## src/rtl/pxc_pkg.sv

```systemverilog
package pxc_pkg;
  typedef enum logic [1:0] {
    MODE_DIRECT  = 2'd0,
    MODE_PILEUP  = 2'd1,
    MODE_STEER_A = 2'd2,
    MODE_STEER_B = 2'd3
  } pxc_mode_e;
endpackage

```

## src/rtl/pxc_edge_sync.sv

```systemverilog
module pxc_edge_sync (
  input  logic clk,
  input  logic rst_n,
  input  logic cmp_i,
  input  logic gate_i,
  output logic hit_o
);
  logic s1_q, s2_q, prev_q;

  always_ff @(posedge clk or negedge rst_n) begin
    if (!rst_n) begin
      s1_q   <= 1'b0;
      s2_q   <= 1'b0;
      prev_q <= 1'b0;
    end else begin
      s1_q   <= cmp_i;
      s2_q   <= s1_q;
      prev_q <= s2_q;
    end
  end

  assign hit_o = s2_q & ~prev_q & gate_i;
endmodule

```

## src/rtl/pxc_router.sv

```systemverilog
module pxc_router #(
  parameter int N_CMP = 4,
  localparam int INC_W = $clog2(N_CMP + 1),
  localparam int IDX_W = $clog2(N_CMP)
) (
  input  logic [N_CMP-1:0]            hit_i,
  input  logic [1:0]                  mode_i,
  input  logic [IDX_W-1:0]            idx_i,
  output logic [N_CMP-1:0][INC_W-1:0] inc_o
);
  import pxc_pkg::*;

  always_comb begin
    inc_o = '0;
    case (pxc_mode_e'(mode_i))
      MODE_DIRECT: begin
        for (int k = 0; k < N_CMP; k++) inc_o[k] = INC_W'(hit_i[k]);
      end
      MODE_PILEUP: inc_o[0] = INC_W'($countones(hit_i));
      default: begin
        if (hit_i[0]) inc_o[idx_i] = INC_W'(1);
      end
    endcase
  end
endmodule

```

## src/rtl/pxc_counter.sv

```systemverilog
module pxc_counter #(
  parameter int CNT_W = 16,
  parameter int INC_W = 3
) (
  input  logic             clk,
  input  logic             rst_n,
  input  logic [INC_W-1:0] inc_i,
  input  logic             snap_i,
  output logic [CNT_W-1:0] cnt_o,
  output logic             ovf_o
);
  logic [CNT_W-1:0] cnt_q, cnt_d;
  logic             ovf_q, ovf_d;
  logic [CNT_W:0]   sum;
  logic             sat, cnt_en;

  always_comb begin
    sum    = {1'b0, cnt_q} + {{(CNT_W + 1 - INC_W){1'b0}}, inc_i};
    sat    = sum[CNT_W];
    cnt_en = snap_i | (|inc_i);
    if (snap_i)   cnt_d = CNT_W'(inc_i);
    else if (sat) cnt_d = '1;
    else          cnt_d = sum[CNT_W-1:0];
    ovf_d = ovf_q | (~snap_i & sat);
  end

  always_ff @(posedge clk or negedge rst_n) begin
    if (!rst_n) begin
      cnt_q <= '0;
      ovf_q <= 1'b0;
    end else begin
      if (cnt_en) cnt_q <= cnt_d;
      ovf_q <= ovf_d;
    end
  end

  assign cnt_o = cnt_q;
  assign ovf_o = ovf_q;
endmodule

```

## src/rtl/pxc_shadow_shift.sv

```systemverilog
module pxc_shadow_shift #(
  parameter int N_CMP = 4,
  parameter int CNT_W = 16,
  localparam int SR_W = N_CMP * CNT_W
) (
  input  logic                            clk,
  input  logic                            rst_n,
  input  logic                            snap_i,
  input  logic                            shift_en_i,
  input  logic [N_CMP-1:0][CNT_W-1:0]     cnt_i,
  output logic                            sdo_o
);
  logic [SR_W-1:0] sr_q, sr_d;
  logic            sr_en;

  always_comb begin
    sr_en = snap_i | shift_en_i;
    sr_d  = {sr_q[SR_W-2:0], 1'b0};
    if (snap_i) begin
      for (int k = 0; k < N_CMP; k++)
        sr_d[SR_W-1-k*CNT_W -: CNT_W] = cnt_i[k];
    end
  end

  always_ff @(posedge clk or negedge rst_n) begin
    if (!rst_n)     sr_q <= '0;
    else if (sr_en) sr_q <= sr_d;
  end

  assign sdo_o = sr_q[SR_W-1];
endmodule

```

## src/rtl/pixel_counter_top.sv

```systemverilog
module pixel_counter_top #(
  parameter int N_CMP = 4,
  parameter int CNT_W = 16,
  localparam int INC_W = $clog2(N_CMP + 1),
  localparam int IDX_W = $clog2(N_CMP)
) (
  input  logic             clk,
  input  logic             rst_n,
  input  logic [N_CMP-1:0] cmp_i,
  input  logic [N_CMP-1:0] gate_en_i,
  input  logic [1:0]       mode_i,
  input  logic [IDX_W-1:0] gate_idx_i,
  input  logic             snap_i,
  input  logic             shift_en_i,
  output logic             sdo_o,
  output logic [N_CMP-1:0] ovf_o
);
  logic [N_CMP-1:0]            hit;
  logic [N_CMP-1:0][INC_W-1:0] inc;
  logic [N_CMP-1:0][CNT_W-1:0] cnt;

  for (genvar k = 0; k < N_CMP; k++) begin : g_cmp
    pxc_edge_sync u_sync (
      .clk(clk), .rst_n(rst_n), .cmp_i(cmp_i[k]),
      .gate_i(gate_en_i[k]), .hit_o(hit[k])
    );
    pxc_counter #(.CNT_W(CNT_W), .INC_W(INC_W)) u_cnt (
      .clk(clk), .rst_n(rst_n), .inc_i(inc[k]), .snap_i(snap_i),
      .cnt_o(cnt[k]), .ovf_o(ovf_o[k])
    );
  end

  pxc_router #(.N_CMP(N_CMP)) u_router (
    .hit_i(hit), .mode_i(mode_i), .idx_i(gate_idx_i), .inc_o(inc)
  );

  pxc_shadow_shift #(.N_CMP(N_CMP), .CNT_W(CNT_W)) u_shadow (
    .clk(clk), .rst_n(rst_n), .snap_i(snap_i), .shift_en_i(shift_en_i),
    .cnt_i(cnt), .sdo_o(sdo_o)
  );
endmodule

```

## config.mk

```make
export PLATFORM = sky130hd
export DESIGN_NAME = pixel_counter_top
export DESIGN_NICKNAME = d
export VERILOG_FILES = /design/src/rtl/pxc_pkg.sv /design/src/rtl/pxc_edge_sync.sv /design/src/rtl/pxc_router.sv /design/src/rtl/pxc_counter.sv /design/src/rtl/pxc_shadow_shift.sv /design/src/rtl/pixel_counter_top.sv
export SDC_FILE = /design/constraint.sdc
export NUM_CORES = 1
export LEC_CHECK = 0
export BUFFER_PORTS_ARGS = -buffer_cell sky130_fd_sc_hd__buf_2
export CAP_MARGIN = 0
export CORE_MARGIN = 8
export CORE_UTILIZATION = 30
export CTS_CLUSTER_SIZE = 30
export DETAILED_ROUTE_END_ITERATION = 8
export GPL_ROUTABILITY_DRIVEN = 1
export PLACE_DENSITY_LB_ADDON = 0.08
export SLEW_MARGIN = 20
export SYNTH_ARGS = -nofsm -noshare
export SYNTH_HDL_FRONTEND = slang
export SYNTH_SLANG_ARGS = --single-unit
```

## constraint.sdc

```tcl
create_clock -name clk -period 3.05 [get_ports clk]
set_clock_uncertainty 0.1 [all_clocks]
set_input_delay 0.61 -clock clk [delete_from_list [all_inputs] [get_ports clk]]
set_output_delay 0.61 -clock clk [all_outputs]
set_load 0.05 [all_outputs]
```

* Word-level counts from Yosys, hierarchy flattened *
Cells that the tools add are included.
Widths: inputs -> output; s select.

cells by class
  $add $sub $neg = 7
  $mul = 0
  divide/modulo/power cells = 0
  order comparisons = 2
  eq/ne operators = 1
  shifts and indexed selects = 0
  mux-type cells = 14
  bitwise logic cells = 26
  reductions and logical operators = 6

operators by type and width
  cell                number
  $mux 16             8
  $add 16x3->17       4
  $mux 64             1
  $pmux 7 s2          1
  $and 1x1->1         12
  $reduce_or 3->1     4
  $mux 10             1
  $or 1x1->1          9
  $demux 3 s2         1
  $pmux 3 s2          1
  $not 1->1           5
  $add 1x1->2         2
  $add 3x3->3         1
  $lt 2x3->1 const B  1
  $mux 3              1
  $eq 2x1->1 const B  1
  $ge 2x1->1 const B  1
  $logic_not 2->1     1
  $logic_and 1x1->1   1

word-level totals
  register bits = 144
  latch bits = 0
  memory bits (writable) = 0
  memory bits (read-only) = 0
  input port bits = 16
  logic and storage cells = 77
  memories = 0

* Logic depth before layout (Yosys ltp) *
  word-level depth = 9
  mapped depth = 14

* Modules after synthesis *
From an unflattened synthesis, not the netlist that was laid out.

second synthesis, totals
  cells, all modules = 765
  area, all modules = 7,917.6 um^2

modules (own cells, without submodules)
  module                            times used  cells each  area each (um^2)  sequential area each (um^2)
  pxc_shadow_shift                  1           277         2,996.6           1,601.5
  pxc_counter (g_cmp[0].u_cnt ...)  2           112         1,112.3           425.4
  pxc_counter (g_cmp[2].u_cnt ...)  2           111         1,074.8           425.4
  pxc_edge_sync                     4           4           83.8              75.1
  pxc_router                        1           26          211.5             0.0

* Worst setup path before layout *
OpenSTA, ideal clock, no wires.

  kind = in2reg
  start point = input gate_en_i[0]
  end point = register g_cmp[0].u_cnt.cnt_q[13]
  arrival time = 3.219 ns
  data required time = 2.856 ns
  slack = -0.363 ns
  stages = 12
  buffers on the path = 0
  path through = nand3b_1 -> inv_4 -> ha_1 -> ha_1 -> fa_1 -> and2_1 -> ha_1 -> a211o_1 -> o211ai_1 -> nor3_2 -> and3_4 -> a221oi_2

between the ends
  word-level cells in the longest chain between the ends = 7

ends and longest elaborated chain
  what                               RTL line                 text
  start, declared                    pixel_counter_top.sv:10  input logic [N_CMP-1:0] gate_en_i,
  $and 1x1->1 (*)                    pxc_edge_sync.sv:22      assign hit_o = s2_q & ~prev_q & gate_i;
  $add 1x1->2 (not written as such)  pxc_router.sv:19         MODE_PILEUP: inc_o[0] = INC_W'($countones(hit_i));
  $add 3x3->3 (not written as such)  pxc_router.sv:19
  $pmux 3 s2 (*)                     pxc_router.sv:15         case (pxc_mode_e'(mode_i))
  $add 16x3->17                      pxc_counter.sv:18        sum = {1'b0, cnt_q} + {{(CNT_W + 1 - INC_W){1'b0}}, inc_i};
  $mux 16                            pxc_counter.sv:22        else if (sat) cnt_d = '1;
  $mux 16                            pxc_counter.sv:21        if (snap_i) cnt_d = CNT_W'(inc_i);
  end signal, assigned               pxc_counter.sv:32        if (cnt_en) cnt_q <= cnt_d;
  end, declared                      pxc_counter.sv:12        logic [CNT_W-1:0] cnt_q, cnt_d;

Mark *: on every way between the ends. The rest lies on a longest branch, timed or not.
A chain may end at the register's enable or synchronous reset.

* Worst setup path in the final report *
  start point = register g_cmp[1].u_sync.s2_q
  end point = register g_cmp[0].u_cnt.cnt_q[15]

between the ends
  word-level cells in the longest chain between the ends = 8

ends and longest elaborated chain
  what                                   RTL line             text
  start, declared                        pxc_edge_sync.sv:8   logic s1_q, s2_q, prev_q;
  start signal, assigned                 pxc_edge_sync.sv:17  s2_q <= s1_q;
  $and 1x1->1 (*) (2 in a row)           pxc_edge_sync.sv:22
  $add 1x1->2 (not written as such) (*)  pxc_router.sv:19
  $add 3x3->3 (not written as such) (*)  pxc_router.sv:19
  $pmux 3 s2 (*)                         pxc_router.sv:15
  $add 16x3->17                          pxc_counter.sv:18
  $mux 16                                pxc_counter.sv:22
  $mux 16                                pxc_counter.sv:21

Marked as above.

==> metrics.md <==
| Metric | Value |
|---|---|
| Critical Path AT | 3330 ps |
| Final Max Tran Viols | 0 |
| First-pass GRT wire length | 29200 um |
| Switch Pwr | 1.02 mW |
| Routed Antenna Nets | 0 |
| Initial core utilization | 0.302 |
| Combinational share of power | 0.060 |
| Via density | 5.00 |
| Nature of the critical path endpoint | flip-flop |
| Total Wirelength | 17000 um |
| Area growth, synth to finish | 21.1% |
| Clk_lat worst skew | 430 ps |
| Setup ws final | -58.3 ps |
| Yosys warns | 0 |
| CTS Sinks | 144 |
| Yosys reg bits | 144 |
| Fmax | 322 MHz |
| Mapped Area | 0.00729 sq mm |
| Outcome | complete, but fails checks |
| Final Setup Violations | 7 |
| Via count | 5600 |
| Top post-synthesis cells by area | dfrtp_1, mux2i_1, o21ai_0 |
| Fin crit period | 3110 ps |
| Top FF cell, synth | dfrtp_1 |
| Util after Layout | 0.366 |
| Cells after DPL | 1083 |
| Fraction of layout cells with a size suffix above 1 | 0.197 |
| Fin. Hold Viols | 0 |
| Pre-CTS setup slack | -493 ps |
| Worst slew pin tran | 963 ps |
| Core area | 0.0241 sq mm |
| Antenna violations before repair | 0 |
| Num CTS Buffers | 17 |
| Violated checks | setup timing |
| RePlAce Congestion | 0.792 |
| Die H | 172 um |
| Post-synthesis async set-or-reset flop share | 1.00 |
| Final period utilization | 1.02 |
| Residual DRC | 0 |
| Port bufs | 20 |
| Post-synthesis area per instance | 9.87 sq um |
| Gr ovfl total | 0 |
| Row cnt | 57 |
| Max rail drop VDD | 0.260 mV |
| Cell accounting for the most synthesized area | dfrtp_1 |
| HP Class | input port to asynchronous set/reset pin |
| Fillers | 2496 |
| Total GRT Usage | 0.123 |
| # IOs | 21 |
| Final Non-Filler Cells | 1121 |
| Clock power share | 0.481 |
| Switching Share | 0.241 |
| CTS tree | built |
| Clk pin slew, worst setup/hold paths | 60 ps |
| Drt wl/cell | 15.2 um |
| Max-cap viol count | 0 |
| Synth top area share | 0.495 |
| Die Width | 172 um |
| Syn Nets | 768 |
| RSZ-0062 raised after global routing | true |
| Synth unique cells | 66 |
| Initial drt markers | 327 |
| Layout Nets | 814 |
| Setup TNS | -194 ps |
| Worst rel slew slack | 0.354 |
| Worst Setup Start Kind | flip-flop |
| TritonRoute pass-1 iters | 4 |
| Data required time at the worst endpoint | 3270 ps |
| Dpl hpwl | 11100 um |
| Share of power burned in registers | 0.459 |
| Vias in the first global route | 5842 |
| Pin count of the biggest net entering global routing | 95 |
| Sequential share of the synthesized area | 0.495 |
| Post-synth EDFFs | 0 |
| Crit-path max FO | 3 |
| Leakage power | 3.96 nW |
| Largest buffer count on any clock path | 2 |
| Die area | 0.0295 sq mm |
| Cells after synthesis | 738 |
| Cell-internal power | 3.23 mW |
| WHS | 130 ps |
| Critical path type | flip-flop to flip-flop |
| N_diodes | 0 |
| PD cells | 482 mW/mm^2 |
| H-tree levels | 4 |
| CTS Root Cell | clkbuf_16 |
==> layout by cell type (no fill, tap or decap), types with 17 or more instances in the layout <==
| master | instances |
|---|---|
| o21ai_0 | 96 |
| clkbuf_16 | 17 |
| nor2_1 | 34 |
| mux2i_1 | 71 |
| nand3_1 | 22 |
| nand2_1 | 97 |
| buf_2 | 17 |
| nor3_1 | 19 |
| dfrtp_1 | 144 |
| buf_4 | 47 |
| a21oi_1 | 37 |
==> final timing paths <==
check	startpoint	cells after the start	slack, ps	to
max in group asynchronous	rst_n	2	2030	u_shadow.sr_q[26]$_DFFE_PN0P_
worst min-delay path	rst_n	1	130	g_cmp[2].u_cnt.cnt_o[9]$_DFFE_PN0P_
worst max register to register	g_cmp[1].u_sync.s2_q$_DFF_PN0_	12	-60	g_cmp[0].u_cnt.cnt_o[15]$_DFFE_PN0P_
worst min register to register	g_cmp[0].u_sync.s1_q$_DFF_PN0_	0	250	g_cmp[0].u_sync.s2_q$_DFF_PN0_
worst max-delay path	g_cmp[1].u_sync.s2_q$_DFF_PN0_	12	-60	g_cmp[0].u_cnt.cnt_o[15]$_DFFE_PN0P_
min in group clk	cmp_i[0]	1	180	g_cmp[0].u_sync.s1_q$_DFF_PN0_
==> state kept, by name, summed over array words and instances (netlist names) <==
| signal | count |
|---|---|
| g_cmp.u_sync.s2_q | 4 |
| g_cmp.u_sync.s1_q | 4 |
| g_cmp.u_sync.prev_q | 4 |
| g_cmp.u_cnt.cnt_o | 64 |
| g_cmp.u_cnt.ovf_o | 4 |
| u_shadow.sr_q | 64 |
==> metal layers <==
layer  routed length (um)  global-route usage  part of all wire
met1                 8110               0.154              0.48
met3                  432              0.0308             0.025
met2                 8240               0.205              0.49
met5                    0                   0                 0
met4                  201              0.0394             0.012
==> logic make-up after synthesis <==
family | after synthesis | share of synthesized area
adder cells (fa/ha/maj) | 14 | 0.0261
buffers and inverters | 56 | 0.0355
AO/OA/AOI/OAI | 194 | 0.160
flip-flops | 144 | 0.495
XOR/XNOR | 1 | 0.00120
multiplexers | 71 | 0.0975
AND/OR/NAND/NOR | 258 | 0.185
==> final cells by class <==
cell class	instances	area [sq um]	share of cell area
multi-input combinational	538	3630	0.411
sequential	144	3600	0.408
inverter	11	43.8	0.00496
clock buffer	19	433	0.0490
tap	324	405	0.0459
clock inverter	13	140	0.0159
timing repair buffer	72	572	0.0648
==> worst max-delay path, stage by stage, from the launching register on <==
cell and delay, ps:
dfrtp_1 380, and3b_2 230, ha_4 250, ha_4 150
fa_1 510, and2_4 180, ha_4 200, a211o_1 250
o211ai_1 170, buf_4 210, nor3_2 40, and2_1 140
o211a_1 190
==> cells in the mapped netlist, drive strengths merged, types with 11 or more instances <==
| cell type | count |
|---|---|
| o21ai | 98 |
| dfrtp | 144 |
| nand3 | 23 |
| nor2 | 36 |
| and3 | 15 |
| nor3 | 30 |
| a21oi | 40 |
| buf | 26 |
| and2 | 11 |
| and4 | 14 |
| ha | 12 |
| clkbuf | 19 |
| mux2i | 71 |
| nand2 | 97 |
==> through the flow <==
stage / area, sq um / total power [mW]
3_5_place_dp: 8090 / 2.25
2_1_floorplan: 7380 / 2.13
5_1_grt: 8830 / 4.44
3_3_place_gp: 8090 / 2.24
4_1_cts: 8770 / 4.34
6_report: 8830 / 4.26
==> what timing repair did <==
action,in CTS,in global routing
hold buffers,0,0
gates resized for setup,17,10
hold endpoints to repair,0,0
pin swaps,10,10
setup endpoints to repair,16,17
setup buffers,5,1
==> power groups by stage <==
stage | Combinational [mW] | Clock, mW | Sequential (mW)
2_1_floorplan | 0.143 | 0 | 1.98
3_3_place_gp | 0.254 | 0 | 1.99
3_5_place_dp | 0.257 | 0 | 1.99
4_1_cts | 0.263 | 2.12 | 1.95
5_1_grt | 0.290 | 2.20 | 1.95
6_report | 0.257 | 2.05 | 1.95
(Power assumes the default switching activity.)
